[src/rtl/capture_pkg.sv]
package capture_pkg;
    typedef enum logic [1:0] {
        CAP_IDLE    = 2'd0,
        CAP_RUN     = 2'd1,
        CAP_FULL    = 2'd2,
        CAP_READOUT = 2'd3
    } cap_state_e;

    typedef enum logic [2:0] {
        TX_OFF   = 3'd0,
        TX_ADDR  = 3'd1,
        TX_FETCH = 3'd2,
        TX_SHOW  = 3'd3,
        TX_REL   = 3'd4
    } tx_phase_e;
endpackage

[src/rtl/cap_decimator.sv]
module cap_decimator #(
    parameter int DIV_W = 16
) (
    input  logic             clk,
    input  logic             rst_n,
    input  logic             run,
    input  logic [DIV_W-1:0] div_n,
    output logic             keep
);
    typedef struct packed {
        logic [DIV_W-1:0] cnt;
    } dec_reg_t;

    dec_reg_t d, q;
    logic [DIV_W-1:0] limit;

    always_comb begin
        limit = (div_n == '0) ? '0 : div_n - 1'b1;
        keep  = run && (q.cnt == limit);
        d     = q;
        if (!run)
            d.cnt = '0;
        else if (keep)
            d.cnt = '0;
        else
            d.cnt = q.cnt + 1'b1;
    end

    always_ff @(posedge clk or negedge rst_n) begin
        if (!rst_n) q <= '0;
        else        q <= d;
    end
endmodule

[src/rtl/cap_nibble_tx.sv]
module cap_nibble_tx
    import capture_pkg::*;
#(
    parameter int ADDR_W = 15
) (
    input  logic              clk,
    input  logic              rst_n,
    input  logic              start,
    input  logic [15:0]       rdata,
    input  logic              ack,
    output logic [ADDR_W-1:0] rd_addr,
    output logic [3:0]        nib,
    output logic              valid,
    output logic              done
);
    localparam logic [ADDR_W-1:0] LAST = {ADDR_W{1'b1}};

    typedef struct packed {
        tx_phase_e         phase;
        logic [ADDR_W-1:0] addr;
        logic [1:0]        idx;
        logic [15:0]       word;
    } tx_reg_t;

    tx_reg_t d, q;

    always_comb begin
        d    = q;
        done = 1'b0;
        case (q.phase)
            TX_OFF: begin
                if (start) begin
                    d.phase = TX_ADDR;
                    d.addr  = '0;
                    d.idx   = '0;
                end
            end
            TX_ADDR:  d.phase = TX_FETCH;
            TX_FETCH: begin
                d.word  = rdata;
                d.phase = TX_SHOW;
            end
            TX_SHOW: begin
                if (ack) d.phase = TX_REL;
            end
            TX_REL: begin
                if (!ack) begin
                    if (q.idx == 2'd3) begin
                        d.idx = '0;
                        if (q.addr == LAST) begin
                            d.phase = TX_OFF;
                            done    = 1'b1;
                        end else begin
                            d.addr  = q.addr + 1'b1;
                            d.phase = TX_ADDR;
                        end
                    end else begin
                        d.idx   = q.idx + 1'b1;
                        d.phase = TX_SHOW;
                    end
                end
            end
            default: d.phase = TX_OFF;
        endcase
    end

    always_ff @(posedge clk or negedge rst_n) begin
        if (!rst_n) begin
            q       <= '0;
            q.phase <= TX_OFF;
        end else begin
            q <= d;
        end
    end

    assign rd_addr = q.addr;
    assign valid   = (q.phase == TX_SHOW);
    assign nib     = q.word[{q.idx, 2'b00} +: 4];
endmodule

[src/rtl/dual_capture_ctrl.sv]
module dual_capture_ctrl
    import capture_pkg::*;
#(
    parameter int ADDR_W = 15,
    parameter int DIV_W  = 16
) (
    input  logic              clk,
    input  logic              rst_n,
    input  logic [7:0]        adc_a,
    input  logic [7:0]        adc_b,
    input  logic [DIV_W-1:0]  div_n,
    input  logic              arm,
    input  logic              host_req,
    input  logic              host_ack,
    output logic [ADDR_W-1:0] sram_addr,
    output logic [15:0]       sram_wdata,
    output logic              sram_we,
    input  logic [15:0]       sram_rdata,
    output logic [3:0]        host_nib,
    output logic              host_valid,
    output logic              busy
);
    localparam logic [ADDR_W-1:0] LAST_IDX = {ADDR_W{1'b1}};

    typedef struct packed {
        cap_state_e        state;
        logic [ADDR_W-1:0] wr_idx;
        logic              we;
        logic [ADDR_W-1:0] addr;
        logic [15:0]       wdata;
    } ctl_reg_t;

    ctl_reg_t d, q;
    logic keep;
    logic tx_start, tx_done;
    logic [ADDR_W-1:0] rd_addr;

    cap_decimator #(.DIV_W(DIV_W)) i_dec (
        .clk   (clk),
        .rst_n (rst_n),
        .run   (q.state == CAP_RUN),
        .div_n (div_n),
        .keep  (keep)
    );

    assign tx_start = (q.state == CAP_FULL) && host_req;

    cap_nibble_tx #(.ADDR_W(ADDR_W)) i_tx (
        .clk     (clk),
        .rst_n   (rst_n),
        .start   (tx_start),
        .rdata   (sram_rdata),
        .ack     (host_ack),
        .rd_addr (rd_addr),
        .nib     (host_nib),
        .valid   (host_valid),
        .done    (tx_done)
    );

    always_comb begin
        d    = q;
        d.we = 1'b0;
        case (q.state)
            CAP_IDLE: begin
                if (arm) begin
                    d.state  = CAP_RUN;
                    d.wr_idx = '0;
                end
            end
            CAP_RUN: begin
                if (keep) begin
                    d.we     = 1'b1;
                    d.addr   = q.wr_idx;
                    d.wdata  = {adc_b, adc_a};
                    d.wr_idx = q.wr_idx + 1'b1;
                    if (q.wr_idx == LAST_IDX) d.state = CAP_FULL;
                end
            end
            CAP_FULL: begin
                if (host_req) d.state = CAP_READOUT;
            end
            CAP_READOUT: begin
                if (tx_done) d.state = CAP_IDLE;
            end
            default: d.state = CAP_IDLE;
        endcase
    end

    always_ff @(posedge clk or negedge rst_n) begin
        if (!rst_n) begin
            q       <= '0;
            q.state <= CAP_IDLE;
        end else begin
            q <= d;
        end
    end

    assign sram_addr  = (q.state == CAP_READOUT) ? rd_addr : q.addr;
    assign sram_wdata = q.wdata;
    assign sram_we    = q.we;
    assign busy       = (q.state != CAP_IDLE);
endmodule

[config.mk]
export PLATFORM = sky130hd
export DESIGN_NAME = dual_capture_ctrl
export DESIGN_NICKNAME = d
export VERILOG_FILES = /design/src/rtl/capture_pkg.sv /design/src/rtl/cap_decimator.sv /design/src/rtl/cap_nibble_tx.sv /design/src/rtl/dual_capture_ctrl.sv
export SDC_FILE = /design/constraint.sdc
export NUM_CORES = 1
export LEC_CHECK = 0
export BUFFER_PORTS_ARGS = -buffer_cell sky130_fd_sc_hd__buf_2
export CORE_ASPECT_RATIO = 0.5
export CORE_MARGIN = 3
export CORE_UTILIZATION = 58
export DETAILED_ROUTE_END_ITERATION = 6
export GPL_TIMING_DRIVEN = 1
export PLACE_DENSITY = 0.82
export SYNTH_ARGS = -nofsm -noshare
export SYNTH_HDL_FRONTEND = slang
export SYNTH_SLANG_ARGS = --single-unit
[constraint.sdc]
create_clock -name clk -period 3.55 [get_ports clk]
set_input_delay 0.355 -clock clk [delete_from_list [all_inputs] [get_ports clk]]
set_output_delay 0.355 -clock clk [all_outputs]
set_load 0.01 [all_outputs]
==> metrics.md <==
| Metric | Value |
|---|---|
| Run status | `completed` |
| Max-slew violations | `0` |
| Total CTS buffers | `9` |
| Die H | `78.3 um` |
| Fin crit period | `2.98 ns` |
| Mapped Cells | `597` |
| Largest net degree at the start of global routing | `84` |
| Crit path launch type | `input port` |
| Period utilization | `83.9%` |
| Final instance area | `6810 sq um` |
| Die width | `151 um` |
| Worst Path Arrival | `3.21 ns` |
| Fin worst setup slack | `0.570 ns` |
| NetSw | `0.000940 W` |
| Filler Cell Count | `721` |
| I/O pins | `91` |
| Hold-fix buffers, CTS | `0` |
| DR vias/cell | `6.05` |
| CP Class | `in2reg` |
| Antenna cells | `0` |
| Switch share | `29.3%` |
| Req. time, crit path | `3.78 ns` |
| CTS Root Cell | `clkbuf_16` |
| Die area | `11800 sq um` |
| Synth Flop Type | `dfrtp_1` |
| Asr flop ratio synth | `100%` |
| First-pass GRT wire length | `23100 um` |
| Most frequent cells in the layout | `101 x dfrtp_1, 89 x buf_2, 56 x nand2_1` |
| Core area | `9790 sq um` |
| Initial antenna violation count | `0` |
| Area of the multi-input gates | `3210 sq um` |
| Routability cong. | `0.962` |
| Buffers on Ports | `90` |
| Vias | `4867` |
| Post-CTS sizing | `0` |
| Crit path capture type | `flop` |
| Seq cells post-synth | `101` |
| Final setup skew | `0.0104 ns` |
| Clock latency on the worst-skew pair | `0.35 ns` |
| Total number of H-tree levels | `3` |
| Vias in the first global route | `4580` |
| Setup Fix Bufs, Post-CTS | `0` |
| Initial cell density of the core | `61.9%` |
| Slew HR | `22.3%` |
| Int Pwr | `0.00226 W` |
| CTS tree | `done` |
| TNS Setup | `0 ns` |
| Initial DRT Pass Iterations | `5` |
| Max cap viols | `0` |
| TritonCTS sink count | `101` |
| Proportion of layout cells with a drive suffix above 1 | `29.9%` |
| Sequential area share after synthesis | `41.7%` |
| Std cell rows | `25` |
| Post-DP Area | `6500 sq um` |
| Final Core Density | `69.6%` |
| Area Overhead vs Synth | `12.4%` |
| Layout net count | `722` |
| Hold Path Class | `in2async` |
| DRC | `0` |
| Peak VDD IR | `0.000245 V` |
| Fmax | `336 MHz` |
| Mapped Area | `6060 sq um` |
| Total Wirelength | `13700 um` |
| Post-DP HPWL | `9970 um` |
| Synth warn | `0` |
| Final Setup Violations | `0` |
| Post-Synthesis Net Count | `655` |
| Wire length per cell | `17.1 um` |
| Unique masters post-synth | `70` |
| RSZ-0062 raised after global routing | `false` |
| Most common cell after layout, fill and taps aside | `dfrtp_1` |
| Initial drt markers | `372` |
| CTS Buffer Depth | `2` |
| Average cell area after synthesis | `10.2 sq um` |
| Leak | `3.16 nW` |
| FF+latch area | `2530 sq um` |
| Final Hold Fails | `0` |
| Total track usage | `24.5%` |
| PD cells | `470 nW/um^2` |
| Antenna Nets Post-Route | `0` |
| Clock slew at reported path FFs | `0.07 ns` |
| Gate power share | `21.9%` |
| Hold Worst Slack | `0.170 ns` |
| Sequential share of power | `46.6%` |
| GRT overflow | `0` |
| Crit path max fanout | `13` |
| Clock network fraction of total power | `31.5%` |
| EDFF count, synth | `0` |
| Placement Setup Slack | `0.231 ns` |
| Worst-margin pin slew | `1.16 ns` |
==> metal layers <==
metal | track usage [%] | part of all wire (%) | vias to the layer above | routed length, um
li1 | - | - | 2284 | -
met1 | 33.9 | 44 | 2384 | 6120
met2 | 39.1 | 48 | 183 | 6650
met3 | 5.25 | 5.9 | 16 | 810
met4 | 7.41 | 1.3 | 0 | 176
met5 | 0 | 0 | - | 0
==> critical path: stages <==
cell,delay (ns)
buf_2,0.15
inv_1,0.06
ha_1,0.21
nor3b_2,0.32
and3_1,0.30
nand3_2,0.18
and3_1,0.24
o311ai_2,0.42
nor3_2,0.10
buf_4,0.20
nand3_1,0.28
mux2_2,0.38
==> logic make-up after synthesis <==
group | count (synthesis) | share of synthesized area [%]
AO/OA/AOI/OAI | 88 | 10.2
adder cells (fa/ha/maj) | 5 | 1.03
AND/OR/NAND/NOR | 239 | 21.5
buffers and inverters | 58 | 5.55
XOR/XNOR | 32 | 4.62
multiplexers | 74 | 15.4
flip-flops | 101 | 41.7
==> power by group through the flow <==
stage          sequential (W)  clock [W]  combinational, W
3_3_place_gp          0.00150          0          0.000682
3_5_place_dp          0.00151          0          0.000704
4_1_cts               0.00149    0.00103          0.000707
6_report              0.00149    0.00101          0.000702
2_1_floorplan         0.00142          0          0.000563
5_1_grt               0.00152    0.00109          0.000781
==> cell usage after synthesis (all sizes together) (3+ instances only) <==
cell	n	share of area, %
dfrtp	101	42
mux2	59	12
nand2	56	3.5
nor2	54	3.3
buf	27	3.6
o21ai	27	2.4
nand3	26	2.2
nand4	23	2.4
clkbuf	18	1.1
xor2	18	2.6
and3	16	1.7
xnor2	14	2.0
inv	13	0.80
a21oi	12	0.99
mux2i	11	1.8
nor3	11	0.99
or3	10	1.0
nor4	9	2.0
o211ai	6	0.74
ha	5	1.0
nand2b	5	0.52
nor2b	5	0.52
a32oi	4	0.58
and2	4	0.41
mux4	4	1.5
o31ai	4	0.50
or2	4	0.41
or4	4	0.56
and4	3	0.43
nor4b	3	0.68
o2111ai	3	0.43
o21bai	3	0.37
o31a	3	0.43
==> through the flow <==
step / std cells / power [W]
floorplan: 597 / 0.00198
global placement: 788 / 0.00218
detailed placement: 788 / 0.00221
CTS: 804 / 0.00323
global route: 804 / 0.00339
finish: 804 / 0.00320
==> flip-flops by register name, indices dropped and copies added (netlist names), named ones only <==
signal / flops
i_tx.rd_addr: 15
sram_we: 1
sram_wdata: 16
i_tx.q: 21
i_dec.q: 16
q: 31
==> final timing paths <==
path,depth (start not counted),endpoint,slack [ns],start
worst min-delay path,1,i_tx.rd_addr[1],0.17,rst_n
worst max register to register,9,sram_wdata[8],0.88,i_dec.q[6]
max in group asynchronous,2,i_dec.q[13],2.51,rst_n
min in group clk,2,sram_wdata[11],0.24,adc_b[3]
worst min register to register,1,sram_wdata[1],0.50,sram_wdata[1]
worst max-delay path,12,sram_wdata[8],0.57,div_n[1]
==> cell type report <==
type / count / area share, %
multi-input combinational: 438 / 47.1
clock inverter: 5 / 0.973
clock buffer: 11 / 3.56
timing repair buffer: 101 / 8.04
inverter: 13 / 0.716
tap: 135 / 2.48
sequential: 101 / 37.1
Power figures use the tool's default switching activity.
